`src/rtl/nor_probe_pkg.sv`:
```
package nor_probe_pkg;

  localparam int ID_W = 24;

  localparam logic [7:0] OP_WEN    = 8'h06;
  localparam logic [7:0] OP_RSTAT  = 8'h05;
  localparam logic [7:0] OP_WSTAT  = 8'h01;
  localparam logic [7:0] OP_ABORT  = 8'hFF;
  localparam logic [7:0] OP_WDIS   = 8'h04;
  localparam logic [7:0] OP_IDENT  = 8'h9F;
  localparam logic [7:0] FILL_BYTE = 8'h00;

  typedef enum logic [2:0] {
    STP_WEN,
    STP_POLL_A,
    STP_WSTAT,
    STP_POLL_B,
    STP_ABORT,
    STP_WDIS,
    STP_IDENT
  } step_t;

  typedef enum logic [1:0] {
    PH_IDLE,
    PH_SEL,
    PH_XFER,
    PH_GAP
  } phase_t;

  function automatic logic [2:0] frame_len(step_t s);
    case (s)
      STP_POLL_A, STP_POLL_B: frame_len = 3'd2;
      STP_WSTAT:              frame_len = 3'd3;
      STP_IDENT:              frame_len = 3'd4;
      default:                frame_len = 3'd1;
    endcase
  endfunction

  function automatic logic [7:0] frame_byte(step_t s, logic [1:0] idx);
    if (idx != 2'd0) begin
      frame_byte = FILL_BYTE;
    end else begin
      case (s)
        STP_WEN:                frame_byte = OP_WEN;
        STP_POLL_A, STP_POLL_B: frame_byte = OP_RSTAT;
        STP_WSTAT:              frame_byte = OP_WSTAT;
        STP_ABORT:              frame_byte = OP_ABORT;
        STP_WDIS:               frame_byte = OP_WDIS;
        default:                frame_byte = OP_IDENT;
      endcase
    end
  endfunction

endpackage

```
`src/rtl/spi_byte_engine.sv`:
```
module spi_byte_engine #(
  parameter int HALF = 2
) (
  input  logic       clk,
  input  logic       rst,
  input  logic       go,
  input  logic [7:0] tx,
  input  logic       miso,
  output logic       sclk,
  output logic       mosi,
  output logic       fin,
  output logic [7:0] rx
);
  localparam int CW = $clog2(HALF + 1);
  localparam logic [CW-1:0] LAST = CW'(HALF - 1);

  logic          active;
  logic [CW-1:0] cnt;
  logic [2:0]    bitn;
  logic [7:0]    sh;
  logic [7:0]    rx_sh;

  always_ff @(posedge clk) begin
    if (rst) begin
      active <= 1'b0;
      cnt    <= '0;
      bitn   <= 3'd0;
      sh     <= 8'd0;
      rx_sh  <= 8'd0;
      sclk   <= 1'b0;
      mosi   <= 1'b0;
      fin    <= 1'b0;
    end else begin
      fin <= 1'b0;
      if (go && !active) begin
        active <= 1'b1;
        cnt    <= '0;
        bitn   <= 3'd0;
        sh     <= tx;
        sclk   <= 1'b0;
        mosi   <= tx[7];
      end else if (active) begin
        if (cnt == LAST) begin
          cnt <= '0;
          if (!sclk) begin
            sclk  <= 1'b1;
            rx_sh <= {rx_sh[6:0], miso};
          end else begin
            sclk <= 1'b0;
            if (bitn == 3'd7) begin
              active <= 1'b0;
              fin    <= 1'b1;
            end else begin
              bitn <= bitn + 3'd1;
              sh   <= {sh[6:0], 1'b0};
              mosi <= sh[6];
            end
          end
        end else begin
          cnt <= cnt + CW'(1);
        end
      end
    end
  end

  assign rx = rx_sh;

endmodule

```
`src/rtl/nor_cap_decode.sv`:
```
module nor_cap_decode #(
  parameter int BLK_W = 16
) (
  input  logic [15:0]      code,
  output logic [BLK_W-1:0] blocks,
  output logic             known
);
  always_comb begin
    known  = 1'b1;
    blocks = '0;
    case (code)
      16'h4014:          blocks = BLK_W'(256);
      16'h4015, 16'h6015: blocks = BLK_W'(512);
      16'h4016, 16'h6016: blocks = BLK_W'(1024);
      16'h4017:          blocks = BLK_W'(2048);
      16'h4018:          blocks = BLK_W'(4096);
      default: begin
        known  = 1'b0;
        blocks = '0;
      end
    endcase
  end
endmodule

```
`src/rtl/nor_probe_fsm.sv`:
```
module nor_probe_fsm
  import nor_probe_pkg::*;
#(
  parameter int HALF  = 2,
  parameter int BLK_W = 16
) (
  input  logic             clk,
  input  logic             rst,
  input  logic             start,
  input  logic             eng_fin,
  input  logic [7:0]       eng_rx,
  output logic             eng_go,
  output logic [7:0]       eng_tx,
  output logic             cs_n,
  output logic [ID_W-1:0]  id_acc,
  input  logic [BLK_W-1:0] dec_blocks,
  input  logic             dec_known,
  output logic [ID_W-1:0]  id_o,
  output logic [BLK_W-1:0] blocks_o,
  output logic             unknown_o,
  output logic             done_o
);
  localparam int GAP_CYC = 2 * HALF;
  localparam int GW      = $clog2(GAP_CYC + 1) + 1;
  localparam logic [GW-1:0] GAP_END = GW'(GAP_CYC);

  phase_t      phase;
  step_t       step;
  logic [1:0]  idx;
  logic [GW-1:0] gap_cnt;
  logic        launch;
  logic [7:0]  status_q;
  logic [2:0]  len_cur;

  assign len_cur = frame_len(step);

  always_ff @(posedge clk) begin
    if (rst) begin
      phase     <= PH_IDLE;
      step      <= STP_WEN;
      idx       <= 2'd0;
      gap_cnt   <= '0;
      launch    <= 1'b0;
      status_q  <= 8'd0;
      id_acc    <= '0;
      eng_go    <= 1'b0;
      eng_tx    <= 8'd0;
      cs_n      <= 1'b1;
      id_o      <= '0;
      blocks_o  <= '0;
      unknown_o <= 1'b0;
      done_o    <= 1'b0;
    end else begin
      eng_go <= 1'b0;
      case (phase)
        PH_IDLE: begin
          if (start) begin
            done_o  <= 1'b0;
            launch  <= 1'b1;
            gap_cnt <= '0;
            phase   <= PH_GAP;
          end
        end
        PH_SEL: begin
          cs_n   <= 1'b0;
          idx    <= 2'd0;
          eng_tx <= frame_byte(step, 2'd0);
          eng_go <= 1'b1;
          phase  <= PH_XFER;
        end
        PH_XFER: begin
          if (eng_fin) begin
            if (step == STP_IDENT && idx != 2'd0)
              id_acc <= {id_acc[15:0], eng_rx};
            if (idx == 2'd1)
              status_q <= eng_rx;
            if ({1'b0, idx} == len_cur - 3'd1) begin
              cs_n    <= 1'b1;
              gap_cnt <= '0;
              phase   <= PH_GAP;
            end else begin
              idx    <= idx + 2'd1;
              eng_tx <= frame_byte(step, idx + 2'd1);
              eng_go <= 1'b1;
            end
          end
        end
        default: begin
          if (gap_cnt != GAP_END) begin
            gap_cnt <= gap_cnt + GW'(1);
          end else if (launch) begin
            launch <= 1'b0;
            step   <= STP_WEN;
            phase  <= PH_SEL;
          end else begin
            phase <= PH_SEL;
            case (step)
              STP_WEN:    step <= STP_POLL_A;
              STP_POLL_A: step <= status_q[0] ? STP_POLL_A : STP_WSTAT;
              STP_WSTAT:  step <= STP_POLL_B;
              STP_POLL_B: step <= status_q[0] ? STP_POLL_B : STP_ABORT;
              STP_ABORT:  step <= STP_WDIS;
              STP_WDIS:   step <= STP_IDENT;
              default: begin
                phase     <= PH_IDLE;
                id_o      <= id_acc;
                blocks_o  <= dec_blocks;
                unknown_o <= !dec_known;
                done_o    <= 1'b1;
              end
            endcase
          end
        end
      endcase
    end
  end

endmodule

```
`src/rtl/nor_probe_seq.sv`:
```
module nor_probe_seq
  import nor_probe_pkg::*;
#(
  parameter int HALF  = 2,
  parameter int BLK_W = 16
) (
  input  logic             clk,
  input  logic             rst,
  input  logic             start,
  input  logic             spi_miso,
  output logic             spi_sclk,
  output logic             spi_mosi,
  output logic             spi_cs_n,
  output logic [23:0]      dev_id,
  output logic [BLK_W-1:0] dev_blocks,
  output logic             dev_unknown,
  output logic             done
);
  logic             go;
  logic [7:0]       tx;
  logic             fin;
  logic [7:0]       rx;
  logic [ID_W-1:0]  id_acc;
  logic [BLK_W-1:0] dec_blocks;
  logic             dec_known;

  spi_byte_engine #(.HALF(HALF)) u_eng (
    .clk  (clk),
    .rst  (rst),
    .go   (go),
    .tx   (tx),
    .miso (spi_miso),
    .sclk (spi_sclk),
    .mosi (spi_mosi),
    .fin  (fin),
    .rx   (rx)
  );

  nor_cap_decode #(.BLK_W(BLK_W)) u_dec (
    .code   (id_acc[15:0]),
    .blocks (dec_blocks),
    .known  (dec_known)
  );

  nor_probe_fsm #(.HALF(HALF), .BLK_W(BLK_W)) u_fsm (
    .clk        (clk),
    .rst        (rst),
    .start      (start),
    .eng_fin    (fin),
    .eng_rx     (rx),
    .eng_go     (go),
    .eng_tx     (tx),
    .cs_n       (spi_cs_n),
    .id_acc     (id_acc),
    .dec_blocks (dec_blocks),
    .dec_known  (dec_known),
    .id_o       (dev_id),
    .blocks_o   (dev_blocks),
    .unknown_o  (dev_unknown),
    .done_o     (done)
  );

endmodule

```
`config.mk`:
```
export PLATFORM = sky130hd
export DESIGN_NAME = nor_probe_seq
export DESIGN_NICKNAME = d
export VERILOG_FILES = /design/src/rtl/nor_probe_pkg.sv /design/src/rtl/spi_byte_engine.sv /design/src/rtl/nor_cap_decode.sv /design/src/rtl/nor_probe_fsm.sv /design/src/rtl/nor_probe_seq.sv
export SDC_FILE = /design/constraint.sdc
export NUM_CORES = 1
export LEC_CHECK = 0
export ABC_AREA = 1
export CAP_MARGIN = 5
export CELL_PAD_IN_SITES_DETAIL_PLACEMENT = 1
export CELL_PAD_IN_SITES_GLOBAL_PLACEMENT = 1
export CORE_UTILIZATION = 37
export CTS_CLUSTER_SIZE = 40
export DETAILED_ROUTE_END_ITERATION = 8
export MAX_ROUTING_LAYER = met4
export PLACE_DENSITY = 0.79
export SLEW_MARGIN = 5
export SYNTH_ARGS = -nofsm -noshare
export SYNTH_HDL_FRONTEND = slang
export SYNTH_SLANG_ARGS = --single-unit
```
`constraint.sdc`:
```
create_clock -name clk -period 1.6 [get_ports clk]
set_input_delay 0.32 -clock clk [delete_from_list [all_inputs] [get_ports clk]]
set_output_delay 0.32 -clock clk [all_outputs]
set_load 0.005 [all_outputs]
```
# Yosys cells after proc, flatten, opt, wreduce, memory -nomap -nowiden
# Cells that the tools add are included.
# totals
in_bits,4
mem_bits_rw,0
latch_bits,0
mem_bits_ro,0
n_memories,0
out_inout_bits,45
register_bits,113
word_cells,163
# classes
n_mul,0
n_reduce_logical,37
n_eq_ne,29
n_lt_le_gt_ge,0
n_shift,0
add_sub_neg,5
mux,59
bitwise,11
div_mod_pow,0
# op_table
op,count
$eq 16x15->1 const B,7
$pmux 13 s5,1
$pmux 8 s5,1
$mux 7,5
$mux 1,24
$mux 8,3
$reduce_and 4->1,5
$mux 2,9
$pmux 3 s6,1
$reduce_and 3->1,6
$mux 4,4
$pmux 8 s2,1
$eq 3x3->1 const B,4
$pmux 4 s3,1
$reduce_bool 2->1,6
$not 1->1,11
$ne 2x2->1 const B,5
$reduce_and 5->1,2
$reduce_or 2->1,5
$pmux 3 s3,1
$pmux 1 s2,4
$reduce_bool 7->1,1
$reduce_or 7->1,1
$eq 2x1->1 const B,3
23 further kinds,30

# Logic depth before layout (Yosys ltp)
# Gate-level depths: netlist (run 1).
# logic_depth
ltp_word,8
ltp_mapped,11
ltp_nobuf,10

# Hierarchy
# Synthesis (run 1) repeated with hierarchy kept, for this count alone.
# hier_totals
cells_unflattened,673
hier_area_um2,4958.5
# modules_own_cells
module,area_per_inst_um2,n_inst,cells_per_inst,seq_area_each_um2
nor_probe_fsm,3593.4,1,467,1721.7
spi_byte_engine,1044.8,1,139,480.5
nor_cap_decode,320.3,1,67,0.0

# Worst setup path after synthesis (run 1)
# OpenSTA, ideal clock, no wires.
# synth_path
path_type,register -> register
from,register u_fsm.phase[0]
to,register u_fsm.gap_cnt[1]
period_less_slack_ns,1.529
arrival_ns,1.402
required_ns,1.473
path_buffers,0
path_slack_ns,0.071
stages_incl_launch_ff,11
setup_time_ns,0.127
path_cell_list,dfxtp_1 inv_1 ha_1 nor2_1 inv_2 nor2_1 nor3_4 nand3_2 nand2_1 nand2_1 nor2_2
# synth_via
elab_chain_cells,3
word_cells_on_any_way,10
classes_between,eq/ne (5); mux (1); bitwise (1); reduce/logical (3)
# synth_rtl
item,line_no,rtl
from (decl),nor_probe_fsm.sv:27,phase_t phase;
from (signal assigned),nor_probe_fsm.sv:39,phase <= PH_IDLE;
from (signal assigned),nor_probe_fsm.sv:61,phase <= PH_GAP;
from (signal assigned),nor_probe_fsm.sv:69,phase <= PH_XFER;
$eq 2x2->1 (tied with other cells),nor_probe_fsm.sv:55,case (phase)
$ne 2x1->1 (no line) (tied with other cells),--,
$reduce_and 5->1 (no line),--,
to (signal assigned),nor_probe_fsm.sv:90,gap_cnt <= gap_cnt + GW'(1);
to (decl),nor_probe_fsm.sv:30,logic [GW-1:0] gap_cnt;
# Several ways; a longest one is shown, not always the timed one.
# A chain may end at the register's enable or synchronous reset.

# Worst setup path in the final report (run 1)
# layout_path
from,register u_fsm.gap_cnt[1]
to,register u_fsm.unknown_o
# layout_via
elab_chain_cells,3
# layout_rtl
item,line_no,rtl
$ne 4x3->1,nor_probe_fsm.sv:89,if (gap_cnt != GAP_END) begin
$not 1->1 (no line),--,
$reduce_and 4->1 (no line),--,
to (signal assigned),nor_probe_fsm.sv:108,unknown_o <= !dec_known;
to (decl),nor_probe_fsm.sv:20,"output logic unknown_o,"
# No other way between the ends.

==> out/results.ini, run 1 <==
[min_path]
hp-class = reg -> reg

[synthesis]
synth_ff_type = dfxtp_1
postSynthCellCount = 542
netlist_top_cells_area = dfxtp_1 47%, o21ai_0 9.1%, nor2_1 7.5%
synth_warnings = 0
netlist.area_leader.share = 0.467
syn_avg_cell_area_um2 = 7.84
ys_top_cells_by_count = 99 x dfxtp_1, 85 x nor2_1, 77 x o21ai_0
async_flop_share = 0
yosysMostFrequentCell = dfxtp_1
synth-seq-cells = 99
netlist.top_cell.by_area = dfxtp_1
yosysUniqueCellTypes = 38
synth_edf_count = 0
synth-seq-area-share = 0.467
netlist_area_um2 = 4250

[power_and_ir_drop]
swShare = 0.268
p_seq_frac = 0.402
internal_power_uw = 4890
powerDensity_nw_per_um2 = 1190
p_clk_frac = 0.402
pwr-share-comb = 0.196
ir_drop_mv = 0.867
netSwitchingPower_uw = 1790
leakagePower_uw = 0.00232

[placement]
dpl.hpwl_um = 7340
io_buffers = 37
gp_congestion = 0.813
place_area_um2 = 4780
pre_cts_ws_ns = -0.131

[clock_network]
clk_latency_ns = 0.34
cts_tree = done
cts-hold-fix-buffers = 0
cts_buffer_depth = 2
cts_sinks = 99
cts_buffers = 9
cts_max_level = 3
cts.clk_slew.worst_paths_ns = 0.07
cts_root_buffer = clkbuf_16

[worst_setup_path]
endpoint_kind = flip-flop
critPathMaxFanout = 6
critical_path_class = reg -> reg
cp_data_arrival_time_ns = 1.88
r2r_slack_ns = -0.004
crit_required_ns = 1.88
crit_path_start_kind = flip-flop

[drt]
first_iter_violations = 202
viasPerCell = 5.19
wl_per_cell_um = 16.3
drc = 0
dr.pass1.iters = 4
antenna_left = 0
drt_wl_total_um = 12200
num_vias = 3875

[final_layout]
drive_above_1_share = 0.195
syn_to_final_growth_pct = 32.0
fin_nets = 617
finish.utilization = 0.508
stdcell_area_um2 = 5610
diodes = 0

[global_route]
grt_antenna_before_repair = 0
use_met2 = 0.352
top_usage_layer = met2
grt-ovfl-total = 0
first_global_vias = 4002
grt_max_degree = 73
grtUsageMet3 = 0.0389
use_met1 = 0.255
grt_pass1_wl_um = 19000
track_usage = 0.210

[floorplan]
start_util = 0.385
io_pins = 49
die_y_um = 109
core_area_um2 = 11000
dieArea_um2 = 11900
dieWidth_um = 109
rows = 38

[status]
violations = setup timing
status = finished with violations

[timing]
skew_ns = 0.00476
setup_slack_ns = -0.00436
setup_viol = 1
finalHoldViolCount = 0
fin_crit_sh = 1.00
clock.fmax_mhz = 623
whs_ns = 0.471
rsz0062_at_grt = yes
fin_crit_ns = 1.60
slew_viol_final = 0

[flow_run]
drv_cap = 0

-- flip-flops by register name, summed over array words and instances (netlist names), 3 cells and up --
| register | count |
|---|---|
| u_fsm.id_acc | 24 |
| u_eng.bitn | 3 |
| u_eng.sh | 7 |
| u_fsm.id_o | 24 |
| u_fsm.blocks_o | 5 |
| u_fsm.eng_tx | 5 |
| u_fsm.step | 3 |
| u_fsm.gap_cnt | 4 |
| u_eng.rx | 8 |
-- path summary, 6_finish.rpt --
check	from	endpoint	cells after the start
setup / recovery	u_fsm.gap_cnt[1]	u_fsm.unknown_o	11
hold / removal	u_fsm.id_acc[19]	u_fsm.id_o[19]	2
setup reg to reg	u_fsm.gap_cnt[1]	u_fsm.unknown_o	11
hold reg to reg	u_fsm.id_acc[19]	u_fsm.id_o[19]	2
-- worst max-delay path, cell delays in order, from the launching register on --
cell	delay, ns
dfxtp_2	0.33
inv_2	0.07
ha_4	0.14
nand3_4	0.08
inv_4	0.08
nand2_4	0.05
nor2_4	0.24
buf_12	0.18
nand2_4	0.05
nor2_4	0.09
nand2_2	0.06
a21oi_2	0.15
-- per-layer routing --
layer  vias to the layer above  wire length, um
li1                       1890                -
met3                        20              336
met1                      1905             5390
met4                         0              199
met5                         -                0
met2                        60             6260
-- what timing repair did --
action                                  in CTS  in global routing
endpoints found under the setup margin      40                 78
buffers inserted                             3                  7
gates cloned                                 4                  3
resized for setup                           17                 71
pin swaps                                    3                 16
-- metrics by stage --
| stage | total power (uW) | TNS [ns] | instances |
|---|---|---|---|
| floorplan | 3420 | 0 | 552 |
| global placement | 3750 | 0 | 713 |
| detailed placement | 3830 | -1.04 | 713 |
| CTS | 6580 | 0 | 736 |
| global route | 6970 | -0.401 | 746 |
| finish | 6670 | -0.00436 | 746 |
-- layout by cell type, fill, tap and decap left out, types with 4 or more instances in the layout --
cell and count:
ha_1 7, clkinvlp_4 5, buf_12 5, nand2_1 54, o21ai_0 58, nand3_1 23, a21oi_1 52, dfxtp_2 4
dfxtp_1 93, bufinv_16 4, a21oi_2 6, clkbuf_16 11, inv_2 10, conb_1 11, buf_4 20, o21ai_2 10
nand2_4 7, a31oi_1 9, nor2_2 7, nand4_1 5, clkdlybuf4s50_1 36, nor2_1 78, inv_1 37, o21ai_1 10
-- layout make-up --
cell class | count | area (um2)
Clock buffer | 10 | 239
Clock inverter | 6 | 136
Fill cell | 1312 | 5430
Inverter | 52 | 206
Multi-Input combinational cell | 368 | 2060
Sequential cell | 99 | 1990
Tap cell | 140 | 175
Timing Repair Buffer | 68 | 771
Timing Repair inverter | 3 | 22.5
-- cell families after synthesis --
kind of cell | Yosys count | synth area share
other | 1 | 0.000883
adder cells (fa/ha/maj) | 12 | 0.0354
XOR/XNOR | 2 | 0.00413
flip-flops | 99 | 0.467
buffers and inverters | 85 | 0.0963
AO/OA/AOI/OAI | 151 | 0.188
AND/OR/NAND/NOR | 192 | 0.209
-- power groups by stage --
stage	clock network (uW)	registers, uW	logic (uW)
final	2680	2680	1310
after global routing	2820	2700	1450
after CTS	2730	2660	1190
after detailed placement	0	2710	1110
after global placement	0	2700	1040
after floorplan	0	2700	721
(Power assumes the default switching activity.)
==> run 2: changes to the inputs <==
--- a/config.mk
+++ b/config.mk
@@ -9,6 +9,7 @@
 export CAP_MARGIN = 5
 export CELL_PAD_IN_SITES_DETAIL_PLACEMENT = 1
 export CELL_PAD_IN_SITES_GLOBAL_PLACEMENT = 1
+export CORE_MARGIN = 2
 export CORE_UTILIZATION = 37
 export CTS_CLUSTER_SIZE = 40
 export DETAILED_ROUTE_END_ITERATION = 8
==> out/results.ini, run 2 (same netlist as run 1, synthesis figures left out) <==
[status]
status = completed

[floorplan]
io_pins = 49
core_area_um2 = 11300
dieArea_um2 = 12300
die_y_um = 111
start_util = 0.375
rows = 39
dieWidth_um = 111

[clock_network]
cts_buffers = 9
cts_max_level = 3
cts_tree = done
cts_root_buffer = clkbuf_16
cts_sinks = 99
clk_latency_ns = 0.35
cts.clk_slew.worst_paths_ns = 0.06
cts_buffer_depth = 2
cts-hold-fix-buffers = 0

[power_and_ir_drop]
ir_drop_mv = 0.658
powerDensity_nw_per_um2 = 1150
power.total_uw = 6120
leakagePower_uw = 0.00221

[final_layout]
diodes = 0
syn_to_final_growth_pct = 25.3
most-common-layout-cells = 94 x dfxtp_1, 80 x nor2_1, 71 x o21ai_0
drive_above_1_share = 0.164
nFillCells = 1382
fin_nets = 614
final_common_cell = dfxtp_1

[worst_setup_path]
critical_path_class = reg -> out
crit_family = buffers and inverters
cp_data_arrival_time_ns = 1.26
critPathMaxFanout = 6
max_stage_delay_ns = 0.52
crit_path_start_kind = flip-flop
crit_slowest_cell = clkdlybuf4s50_1
critPathBufInv = 1
endpoint_kind = output port
crit_chain = clkdlybuf4s50_1
r2r_slack_ns = 0.02
crit_required_ns = 1.28

[global_route]
first_global_vias = 3932
track_usage = 0.191
grt-ovfl-total = 0
grt_pass1_wl_um = 19000
grt_antenna_before_repair = 0
grt_max_degree = 74

[drt]
dr.pass1.iters = 4
drt_wl_total_um = 11600
antenna_left = 0
viasPerCell = 5.14
first_iter_violations = 163
num_vias = 3837
drc = 0
wl_per_cell_um = 15.5

[timing]
slew_viol_final = 0
rsz0062_at_grt = yes
skew_ns = 0.00920
finalHoldViolCount = 0
setup_viol = 0
clock.fmax_mhz = 634
whs_ns = 0.471
fin_crit_sh = 0.986
setup_slack_ns = 0.0228
fin_crit_ns = 1.58

[min_path]
hp-class = reg -> reg

[placement]
io_buffers = 37
dpl.hpwl_um = 7250
pre_cts_ws_ns = -0.0520
gp_congestion = 0.906

[flow_run]
drv_cap = 0

[run 2: cell count changes in the layout (fill, tap and decap cells not counted), sizes merged]
cell           delta
buf               +2
bufinv            -3
clkinv            +2
clkinvlp          -5
dlymetal6s2s      -1
clkbuf            +1
clkdlybuf4s50     +1
[run 2: cell type report]
| type | count | area (um2) | share of cell area |
|---|---|---|---|
| clock inverter | 3 | 47.5 | 0.00893 |
| clock buffer | 13 | 250 | 0.0470 |
| timing repair buffer | 68 | 654 | 0.123 |
| inverter | 52 | 208 | 0.0390 |
| tap | 143 | 179 | 0.0336 |
| sequential | 99 | 1990 | 0.374 |
| multi-input combinational | 368 | 1990 | 0.374 |
[run 2: metrics by stage]
step                std cells  area, um2   util  TNS, ns
finish                    746       5320  0.470        0
CTS                       742       5200  0.459        0
global placement          719       4790  0.424        0
global route              746       5320  0.470   -0.447
detailed placement        719       4790  0.424   -0.497
floorplan                 552       4280      -        0
[run 2: tightest hold or removal path, stage by stage, from the launching register on]
cell and delay, ns:
dfxtp_1 0.31, nand2_1 0.06, a21oi_1 0.05
[run 2: what timing repair did]
action                     CTS  global route
gates cloned                 2             2
setup endpoints to repair   28            77
pin swaps                    0             5
setup buffers                5             4
resized for setup            9            52
[run 2: path summary, 6_finish.rpt]
check                      start               end  cells after the start
setup / recovery      u_eng.sclk          spi_sclk                      1
hold / removal       u_eng.sh[0]       u_eng.sh[0]                      2
setup reg to reg  u_fsm.phase[0]  u_fsm.id_acc[14]                      7
hold reg to reg      u_eng.sh[0]       u_eng.sh[0]                      2
[run 2: metal layers]
layer / track usage / up-vias / share of wire
met4: 0.0757 / 0 / 0.019
met5: - / - / 0
met2: 0.310 / 79 / 0.49
li1: - / 1876 / -
met3: 0.0246 / 17 / 0.032
met1: 0.243 / 1865 / 0.46
[run 2: report_power, final]
group / total [uW] / switching, uW / internal, uW
Sequential: 2670 / 84.5 / 2580
Clock: 2210 / 951 / 1260
Combinational: 1230 / 731 / 503
